## config.mk

```make
export PLATFORM = sky130hd
export DESIGN_NAME = pair_access_seq
export DESIGN_NICKNAME = d
export VERILOG_FILES = /design/src/rtl/pair_seq_pkg.sv /design/src/rtl/pair_addr_gen.sv /design/src/rtl/pair_seq_fsm.sv /design/src/rtl/pair_rf_wb.sv /design/src/rtl/pair_access_seq.sv
export SDC_FILE = /design/constraint.sdc
export NUM_CORES = 1
export LEC_CHECK = 0
export BUFFER_PORTS_ARGS = -buffer_cell sky130_fd_sc_hd__buf_2
export CORE_ASPECT_RATIO = 0.6
export CORE_UTILIZATION = 45
export DETAILED_ROUTE_END_ITERATION = 8
export PLACE_DENSITY_LB_ADDON = 0.15
export SLEW_MARGIN = 20
export SYNTH_ARGS = -nofsm -noshare
export SYNTH_HDL_FRONTEND = slang
export SYNTH_SLANG_ARGS = --single-unit
```

## constraint.sdc

```tcl
create_clock -name clk_i -period 4.4 [get_ports clk_i]
set_input_delay 1.32 -clock clk_i [delete_from_list [all_inputs] [get_ports clk_i]]
set_output_delay 1.32 -clock clk_i [all_outputs]
set_load 0.01 [all_outputs]
```

## src/rtl/pair_seq_pkg.sv

```systemverilog
package pair_seq_pkg;
  typedef enum logic [1:0] {
    ST_IDLE = 2'd0,
    ST_ACC0 = 2'd1,
    ST_ACC1 = 2'd2,
    ST_DONE = 2'd3
  } seq_state_e;
endpackage

```

## src/rtl/pair_addr_gen.sv

```systemverilog
module pair_addr_gen #(
  parameter int ADDR_W = 32,
  parameter int OFFS_W = 16,
  parameter int DATA_W = 32
) (
  input  logic [ADDR_W-1:0] base_i,
  input  logic [OFFS_W-1:0] offs_i,
  input  logic              hi_sel_i,
  output logic [ADDR_W-1:0] addr_o
);
  localparam int WORD_BYTES = DATA_W / 8;
  localparam int AL         = $clog2(WORD_BYTES);

  logic [ADDR_W-1:0] sum, ea;

  assign sum    = base_i + {{(ADDR_W-OFFS_W){offs_i[OFFS_W-1]}}, offs_i};
  assign ea     = {sum[ADDR_W-1:AL], {AL{1'b0}}};
  assign addr_o = hi_sel_i ? ea + ADDR_W'(WORD_BYTES) : ea;
endmodule

```

## src/rtl/pair_seq_fsm.sv

```systemverilog
module pair_seq_fsm
  import pair_seq_pkg::*;
(
  input  logic       clk_i,
  input  logic       rst_ni,
  input  logic       start_i,
  input  logic       idx_odd_i,
  input  logic       ack_i,
  output seq_state_e state_o,
  output logic       accept_o,
  output logic       err_o
);
  seq_state_e state_q, state_d;
  logic       open_q;
  logic       err_q;

  assign open_q   = (state_q == ST_IDLE) || (state_q == ST_DONE);
  assign accept_o = start_i && open_q && !idx_odd_i;

  always_comb begin
    state_d = state_q;
    unique case (state_q)
      ST_IDLE, ST_DONE: state_d = accept_o ? ST_ACC0 : ST_IDLE;
      ST_ACC0:          if (ack_i) state_d = ST_ACC1;
      ST_ACC1:          if (ack_i) state_d = ST_DONE;
      default:          state_d = ST_IDLE;
    endcase
  end

  always_ff @(posedge clk_i or negedge rst_ni) begin
    if (!rst_ni) begin
      state_q <= ST_IDLE;
      err_q   <= 1'b0;
    end else begin
      state_q <= state_d;
      err_q   <= start_i && open_q && idx_odd_i;
    end
  end

  assign state_o = state_q;
  assign err_o   = err_q;

  // accesses only follow an accepted start
  p_acc_entry_r8: assert property (@(posedge clk_i) disable iff (!rst_ni)
    (state_q == ST_ACC0) && $past(state_q != ST_ACC0) |-> $past(start_i && !idx_odd_i));
  p_err_pulse_r7: assert property (@(posedge clk_i) disable iff (!rst_ni)
    err_q |=> !err_q || $past(start_i));
endmodule

```

## src/rtl/pair_rf_wb.sv

```systemverilog
module pair_rf_wb #(
  parameter int DATA_W = 32,
  parameter int REG_W  = 5
) (
  input  logic              clk_i,
  input  logic              rst_ni,
  input  logic              cap_i,
  input  logic [REG_W-1:0]  waddr_i,
  input  logic [DATA_W-1:0] wdata_i,
  output logic              we_o,
  output logic [REG_W-1:0]  waddr_o,
  output logic [DATA_W-1:0] wdata_o
);
  logic              we_q;
  logic [REG_W-1:0]  waddr_q;
  logic [DATA_W-1:0] wdata_q;

  // one register stage = load-delay slot
  always_ff @(posedge clk_i or negedge rst_ni) begin
    if (!rst_ni) begin
      we_q    <= 1'b0;
      waddr_q <= '0;
      wdata_q <= '0;
    end else begin
      we_q <= cap_i;
      if (cap_i) begin
        waddr_q <= waddr_i;
        wdata_q <= wdata_i;
      end
    end
  end

  assign we_o    = we_q;
  assign waddr_o = waddr_q;
  assign wdata_o = wdata_q;
endmodule

```

## src/rtl/pair_access_seq.sv

```systemverilog
module pair_access_seq
  import pair_seq_pkg::*;
#(
  parameter int ADDR_W = 32,
  parameter int DATA_W = 32,
  parameter int OFFS_W = 16,
  parameter int REG_W  = 5
) (
  input  logic              clk_i,
  input  logic              rst_ni,
  input  logic              start_i,
  input  logic              store_i,
  input  logic              zero_base_i,
  input  logic [ADDR_W-1:0] base_i,
  input  logic [OFFS_W-1:0] offs_i,
  input  logic [REG_W-1:0]  reg_idx_i,
  input  logic [DATA_W-1:0] st_even_i,
  input  logic [DATA_W-1:0] st_odd_i,
  output logic              mem_req_o,
  output logic              mem_we_o,
  output logic [ADDR_W-1:0] mem_addr_o,
  output logic [DATA_W-1:0] mem_wdata_o,
  input  logic              mem_ack_i,
  input  logic [DATA_W-1:0] mem_rdata_i,
  output logic              rf_we_o,
  output logic [REG_W-1:0]  rf_waddr_o,
  output logic [DATA_W-1:0] rf_wdata_o,
  output logic              busy_o,
  output logic              done_o,
  output logic              pair_err_o
);
  localparam int AL = $clog2(DATA_W / 8);

  seq_state_e        state;
  logic              accept;
  logic              store_q;
  logic [ADDR_W-1:0] base_q;
  logic [OFFS_W-1:0] offs_q;
  logic [REG_W-1:0]  idx_q;
  logic [DATA_W-1:0] even_q, odd_q;
  logic              active, hi_sel;
  logic [REG_W-1:0]  wb_idx;

  pair_seq_fsm i_fsm (
    .clk_i     (clk_i),
    .rst_ni    (rst_ni),
    .start_i   (start_i),
    .idx_odd_i (reg_idx_i[0]),
    .ack_i     (mem_ack_i),
    .state_o   (state),
    .accept_o  (accept),
    .err_o     (pair_err_o)
  );

  always_ff @(posedge clk_i or negedge rst_ni) begin
    if (!rst_ni) begin
      store_q <= 1'b0;
      base_q  <= '0;
      offs_q  <= '0;
      idx_q   <= '0;
      even_q  <= '0;
      odd_q   <= '0;
    end else if (accept) begin
      store_q <= store_i;
      base_q  <= zero_base_i ? '0 : base_i;
      offs_q  <= offs_i;
      idx_q   <= reg_idx_i;
      even_q  <= st_even_i;
      odd_q   <= st_odd_i;
    end
  end

  assign active = (state == ST_ACC0) || (state == ST_ACC1);
  // upper word first for stores, lower word first for loads
  assign hi_sel = store_q ^ (state == ST_ACC1);

  pair_addr_gen #(
    .ADDR_W (ADDR_W),
    .OFFS_W (OFFS_W),
    .DATA_W (DATA_W)
  ) i_addr (
    .base_i   (base_q),
    .offs_i   (offs_q),
    .hi_sel_i (hi_sel),
    .addr_o   (mem_addr_o)
  );

  assign mem_req_o   = active;
  assign mem_we_o    = active && store_q;
  assign mem_wdata_o = mem_we_o ? (hi_sel ? even_q : odd_q) : '0;
  // upper word pairs with the even register
  assign wb_idx      = hi_sel ? idx_q : {idx_q[REG_W-1:1], 1'b1};

  pair_rf_wb #(
    .DATA_W (DATA_W),
    .REG_W  (REG_W)
  ) i_wb (
    .clk_i   (clk_i),
    .rst_ni  (rst_ni),
    .cap_i   (active && mem_ack_i && !store_q),
    .waddr_i (wb_idx),
    .wdata_i (mem_rdata_i),
    .we_o    (rf_we_o),
    .waddr_o (rf_waddr_o),
    .wdata_o (rf_wdata_o)
  );

  assign busy_o = active;
  assign done_o = (state == ST_DONE);

  p_req_hold_r6: assert property (@(posedge clk_i) disable iff (!rst_ni)
    mem_req_o && !mem_ack_i |=> mem_req_o && $stable(mem_addr_o)
                                && $stable(mem_we_o) && $stable(mem_wdata_o));
  p_addr_align_r2: assert property (@(posedge clk_i) disable iff (!rst_ni)
    mem_req_o |-> mem_addr_o[AL-1:0] == '0);
  p_err_quiet_r7: assert property (@(posedge clk_i) disable iff (!rst_ni)
    pair_err_o |-> !mem_req_o && !busy_o);
  p_wb_follows_read_r4: assert property (@(posedge clk_i) disable iff (!rst_ni)
    rf_we_o |-> $past(mem_req_o && mem_ack_i && !mem_we_o));
  p_store_no_wb_r10: assert property (@(posedge clk_i) disable iff (!rst_ni)
    mem_req_o && mem_we_o && mem_ack_i |=> !rf_we_o);
  p_done_after_ack_r9: assert property (@(posedge clk_i) disable iff (!rst_ni)
    done_o |-> $past(mem_req_o && mem_ack_i) && !busy_o);
  p_busy_hold_r8: assert property (@(posedge clk_i) disable iff (!rst_ni)
    busy_o && !mem_ack_i |=> busy_o);
endmodule

```

=== Word level (Yosys, flattened, before mapping) ===
Cells that the tools add are included.

* Add/sub/neg operators: 2
* Equality and inequality tests: 5
* Multiplexer cells: 9
* Bitwise logic cells: 1
* Reductions and logical operators: 13

{| class="wikitable"
|+ Operators by type and width
! kind !! count
|-
| two-way mux 32 bit || 4
|-
| adder 32 x 3 -> 32 bit, second input constant || 1
|-
| adder 32 bit || 1
|-
| logical AND 1 bit || 6
|-
| one-hot mux 2 bit (3 select lines) || 1
|-
| == test 2 bit, second input constant || 2
|-
| two-way mux 2 bit || 2
|-
| inequality test 2 bit, second input constant || 2
|-
| == test 2 x 1 -> 1 bit, second input constant || 1
|-
| logical NOT 1 bit || 2
|-
| logical NOT 2 bit || 1
|-
| logical OR 1 bit || 2
|-
| two-way mux 1 bit || 2
|-
| AND reduction 2 bit || 1
|-
| OR reduction 2 bit || 1
|-
| bitwise XOR 1 bit || 1
|}

* Register bits after elaboration: 159
* Input port bits: 155
* Output and inout port bits: 107
* Logic and storage cells: 41

=== Longest topological paths before layout ===
* Word-level depth: 6
* Mapped depth: 13
* Depth with buffers taken out: 13

=== By module ===
From an unflattened synthesis, not the netlist that was laid out.

* Cell total of the unflattened synthesis: 917
* Area, all modules: 10141.0 µm²

{| class="wikitable"
|+ Modules (own cells, without submodules)
! module !! instances !! cells each !! area each (µm²)
|-
| pair_access_seq || 1 || 402 || 5401.4
|-
| pair_addr_gen || 1 || 419 || 2992.9
|-
| pair_rf_wb || 1 || 79 || 1551.5
|-
| pair_seq_fsm || 1 || 17 || 195.2
|}

=== Least setup slack after synthesis ===
Ideal clock, no wire load.

* Path type: register to output
* Start point: register base_q[11]
* End point: output mem_addr_o[31]
* Data arrival time: 3.533 ns
* Path slack: -0.453 ns
* Stages on the path, launching flop included: 13
* Buffers on the path: 1
* Path through: dfrtp_1 -> ha_1 -> buf_6 -> a21o_1 -> a311o_1 -> a211oi_4 -> a21oi_1 -> o21a_1 -> nor4_4 -> nand2_1 -> nor4_2 -> mux2_2 -> nor3_1

* Cells in the longest elaborated chain, start to end: 3

{| class="wikitable"
|+ RTL lines
! what !! RTL line !! source
|-
| from (decl) || pair_access_seq.sv:37 || <nowiki>logic [ADDR_W-1:0] base_q;</nowiki>
|-
| from (signal assigned) || pair_access_seq.sv:65 || <nowiki>base_q <= zero_base_i ? '0 : base_i;</nowiki>
|-
| adder 32 bit (*) || pair_addr_gen.sv:16 || <nowiki>assign sum = base_i + {{(ADDR_W-OFFS_W){offs_i[OFFS_W-1]}}, offs_i};</nowiki>
|-
| adder 32 x 3 -> 32 bit || pair_addr_gen.sv:18 || <nowiki>assign addr_o = hi_sel_i ? ea + ADDR_W'(WORD_BYTES) : ea;</nowiki>
|-
| two-way mux 32 bit (*) || pair_addr_gen.sv:18 ||
|-
| to (decl) || pair_access_seq.sv:21 || <nowiki>output logic [ADDR_W-1:0] mem_addr_o,</nowiki>
|}

Mark *: on every way between the ends. The rest lies on a longest branch, timed or not.

=== Final worst setup path ===
* Start point: register base_q[9]
* End point: output mem_addr_o[31]

Same word-level chain as after synthesis.

==> results.cfg <==
[run_status]
outcome = complete, but fails checks
violations = setup timing

[routing]
ant_nets = 0
post_drt_wl_per_cell_um = 15.8
firstDrtPassIters = 5
drt-total-wl_um = 24400
initialDrtViolationCount = 252
drc = 0
vias = 7825
viasPerCell = 5.06

[power]
p_sw_uw = 5240
power.clock.fraction_pct = 11.9
leakagePower_uw = 0.00616
p_int_uw = 7430
ir_worst_vdd_uv = 576
power_frac_comb_pct = 67.3
power.density_nw_per_um2 = 990
switching_share_pct = 41.4
seqPwrFrac_pct = 20.8

[die]
dieHeight_um = 113
die_x_um = 186
rows = 40
die_area_um2 = 21000
core_area_um2 = 20000
io_pins = 262
initial_core_util_pct = 45.9

[place]
gp_congestion = 0.864
io_buffer_count = 259
dp_hpwl_um = 18600

[finish]
most-common-layout-cells = buf_2 (258), dfrtp_1 (158), buf_4 (142)
syn2layout_area_growth_pct = 39.7
fin_util_pct = 64.1
drive_gt1_share_pct = 50.2
fill_cells = 1667
final_net_count = 1448
mostFrequentLayoutCell = buf_2

[worst_setup_path]
cp-start-kind = register
critPathArrivalTime_ps = 3930
worst-path-buf-inv = 2
crit_type = reg -> out
crit_family = compound AO/OA/AOI/OAI gates
cp_max_fo = 5
worstSetupEndpointType = primary output
required_ps = 3080
critPathMaxStageDelay_ps = 420
worstPathCellList = ha_4, a21o_1, a311o_1, a211oi_4, a21oi_4, o21a_1, buf_4, o2111a_1, o31ai_2, or3b_4, o31ai_4, nor3_4, buf_2
critical-path-slowest-cell = a211oi_4

[synth]
syn_avg_cell_area_um2 = 10.6
synth_cell_types = 66
synth_flop_cell = dfrtp_1
syn_area_um2 = 9160
synth-warning-count = 0
ys_seq_area_share_pct = 43.4
synth_edf_count = 0
synthArstFlopShare_pct = 100
syn_inst = 867
synth-seq-cells = 159

[clocking]
clock_latency_ps = 430
clk_path_buf_depth = 2
cts_tree = yes
cts_htree_levels = 4
numCtsBuffers = 17
cts_root_buffer = clkbuf_16
clk_pin_slew_ps = 60
cts_sinks = 159
hold_buffers = 0

[timing]
fin_ws_ps = -848
rsz0062_at_grt = yes
period_minus_slack_ps = 5250
final_hold_viol_count = 0
drv_slew = 0
setup_viol = 19
worst_pin_slew_ps = 1010
fin_hold_ws_ps = 488
fmax_ghz = 0.191
post-route-period-util_pct = 119
slew_headroom_pct = 32.7
clock_skew_ps = 8.11

[global_route]
grt_pass1_wl_um = 39400
antenna_found_initial = 1
gr-total-overflow = 0
grt_max_degree = 82
grt_pass1_vias = 7849
grt_usage_pct = 24.2

[worst_hold_path]
hp-class = reg -> reg

[flow_run]
drv_cap = 0
==> metrics by stage <==
| stage | cells | worst slack [ps] | setup TNS (ps) | instance area, µm² | total power [µW] |
|---|---|---|---|---|---|
| after floorplan | 868 | -181 | -204 | 9230 | 7440 |
| after global placement | 1500 | -440 | -2200 | 11800 | 10600 |
| after detailed placement | 1500 | -504 | -2980 | 11800 | 10700 |
| after CTS | 1538 | -869 | -9730 | 12600 | 12500 |
| after global routing | 1545 | -1110 | -14480 | 12800 | 13700 |
| final | 1546 | -848 | -9520 | 12800 | 12700 |
==> worst reg2reg max path: cells and delay by family, from the launching register on <==
family | cells | cell delay, ps
simple gates | 1 | 690
buf+inv | 2 | 580
flops | 1 | 380
fa+ha+maj | 1 | 360
mux | 1 | 300
==> flip-flops by register name (all words and copies together), names as in the netlist <==
name	flops
base_q	32
even_q	32
i_wb.wdata_o	32
odd_q	32
offs_q	16
i_wb.waddr_o	5
idx_q	5
i_fsm.state_o	2
i_fsm.err_o	1
i_wb.we_o	1
store_q	1
==> repair_timing <==
item	in CTS	in global routing
pin swaps	19	18
endpoints found under the setup margin	22	22
buffers inserted	6	8
gates resized for setup	35	25
==> power by group through the flow <==
stage | logic, µW | registers, µW | clock network (µW)
floorplan | 4820 | 2620 | 0
global placement | 7990 | 2590 | 0
detailed placement | 8070 | 2630 | 0
CTS | 8330 | 2630 | 1550
global route | 9340 | 2730 | 1610
finish | 8540 | 2640 | 1510
==> per-layer routing <==
layer,global-route usage (%),up-vias,routed length [µm]
met1,33.5,3745,11900
met4,6.01,0,251
met3,6.55,22,1500
met2,37.5,187,10700
li1,-,3871,-
met5,0,-,0
==> kinds of logic after synthesis <==
group                    share of synthesized area [%]
AND/OR/NAND/NOR                                   15.7
multiplexers                                      19.0
flip-flops                                        43.4
AO/OA/AOI/OAI                                     10.4
buffers and inverters                             2.46
XOR/XNOR                                          4.30
adder cells (fa/ha/maj)                           4.64
other                                           0.0409
==> worst paths after layout <==
| kind | start | to | slack, ps | depth (start not counted) |
|---|---|---|---|---|
| worst max-delay path | base_q[9] | mem_addr_o[31] | -850 | 13 |
| worst min-delay path | base_q[25] | base_q[25] | 490 | 2 |
| worst max register to register | i_fsm.state_o[0] | odd_q[27] | 1980 | 5 |
| worst min register to register | base_q[25] | base_q[25] | 490 | 2 |
| max in group asynchronous | rst_ni | i_wb.wdata_o[4] | 2650 | 2 |
| min in group asynchronous | rst_ni | even_q[19] | 940 | 1 |
==> cell usage after synthesis (all sizes together) (2+ instances only) <==
| library cell | count | area, µm² |
|---|---|---|
| nor2b | 8 | 50.1 |
| a2111oi | 2 | 55.1 |
| buf | 13 | 71.3 |
| o21a | 7 | 52.6 |
| a211oi | 6 | 62.6 |
| inv | 15 | 56.3 |
| or3b | 2 | 17.5 |
| a21oi | 36 | 195 |
| or3 | 7 | 53.8 |
| nand2b | 36 | 225 |
| mux2 | 123 | 1390 |
| o221ai | 5 | 61.3 |
| o31a | 2 | 17.5 |
| a21boi | 3 | 26.3 |
| nor3 | 15 | 75.1 |
| nand4 | 15 | 93.8 |
| or4 | 2 | 15.0 |
| a211o | 4 | 35.0 |
| or2 | 4 | 25.0 |
| mux2i | 36 | 360 |
| xnor2 | 33 | 289 |
| o211ai | 2 | 15.0 |
| clkbuf | 26 | 97.6 |
| ha | 34 | 425 |
| a21o | 8 | 60.1 |
| o31ai | 3 | 27.5 |
| nor4 | 10 | 120 |
| and2 | 9 | 56.3 |
| and3 | 3 | 18.8 |
| nor2 | 60 | 225 |
| nand3 | 13 | 65.1 |
| xor2 | 12 | 105 |
| o21ai | 50 | 254 |
| nand3b | 2 | 15.0 |
| dfrtp | 159 | 3980 |
| a31oi | 2 | 12.5 |
| and4 | 3 | 26.3 |
| nand2 | 82 | 308 |
| o21bai | 4 | 30.0 |
==> area by class of cell <==
| type | count | area [µm²] | share of cell area [%] |
|---|---|---|---|
| clock buffer | 24 | 502 | 3.92 |
| tap | 273 | 342 | 2.67 |
| sequential | 159 | 3980 | 31.1 |
| timing repair buffer | 411 | 2520 | 19.7 |
| antenna | 1 | 2.50 | 0.0195 |
| multi-input combinational | 655 | 5300 | 41.4 |
| clock inverter | 8 | 103 | 0.801 |
| inverter | 15 | 56.3 | 0.440 |
(Power assumes the default switching activity.)
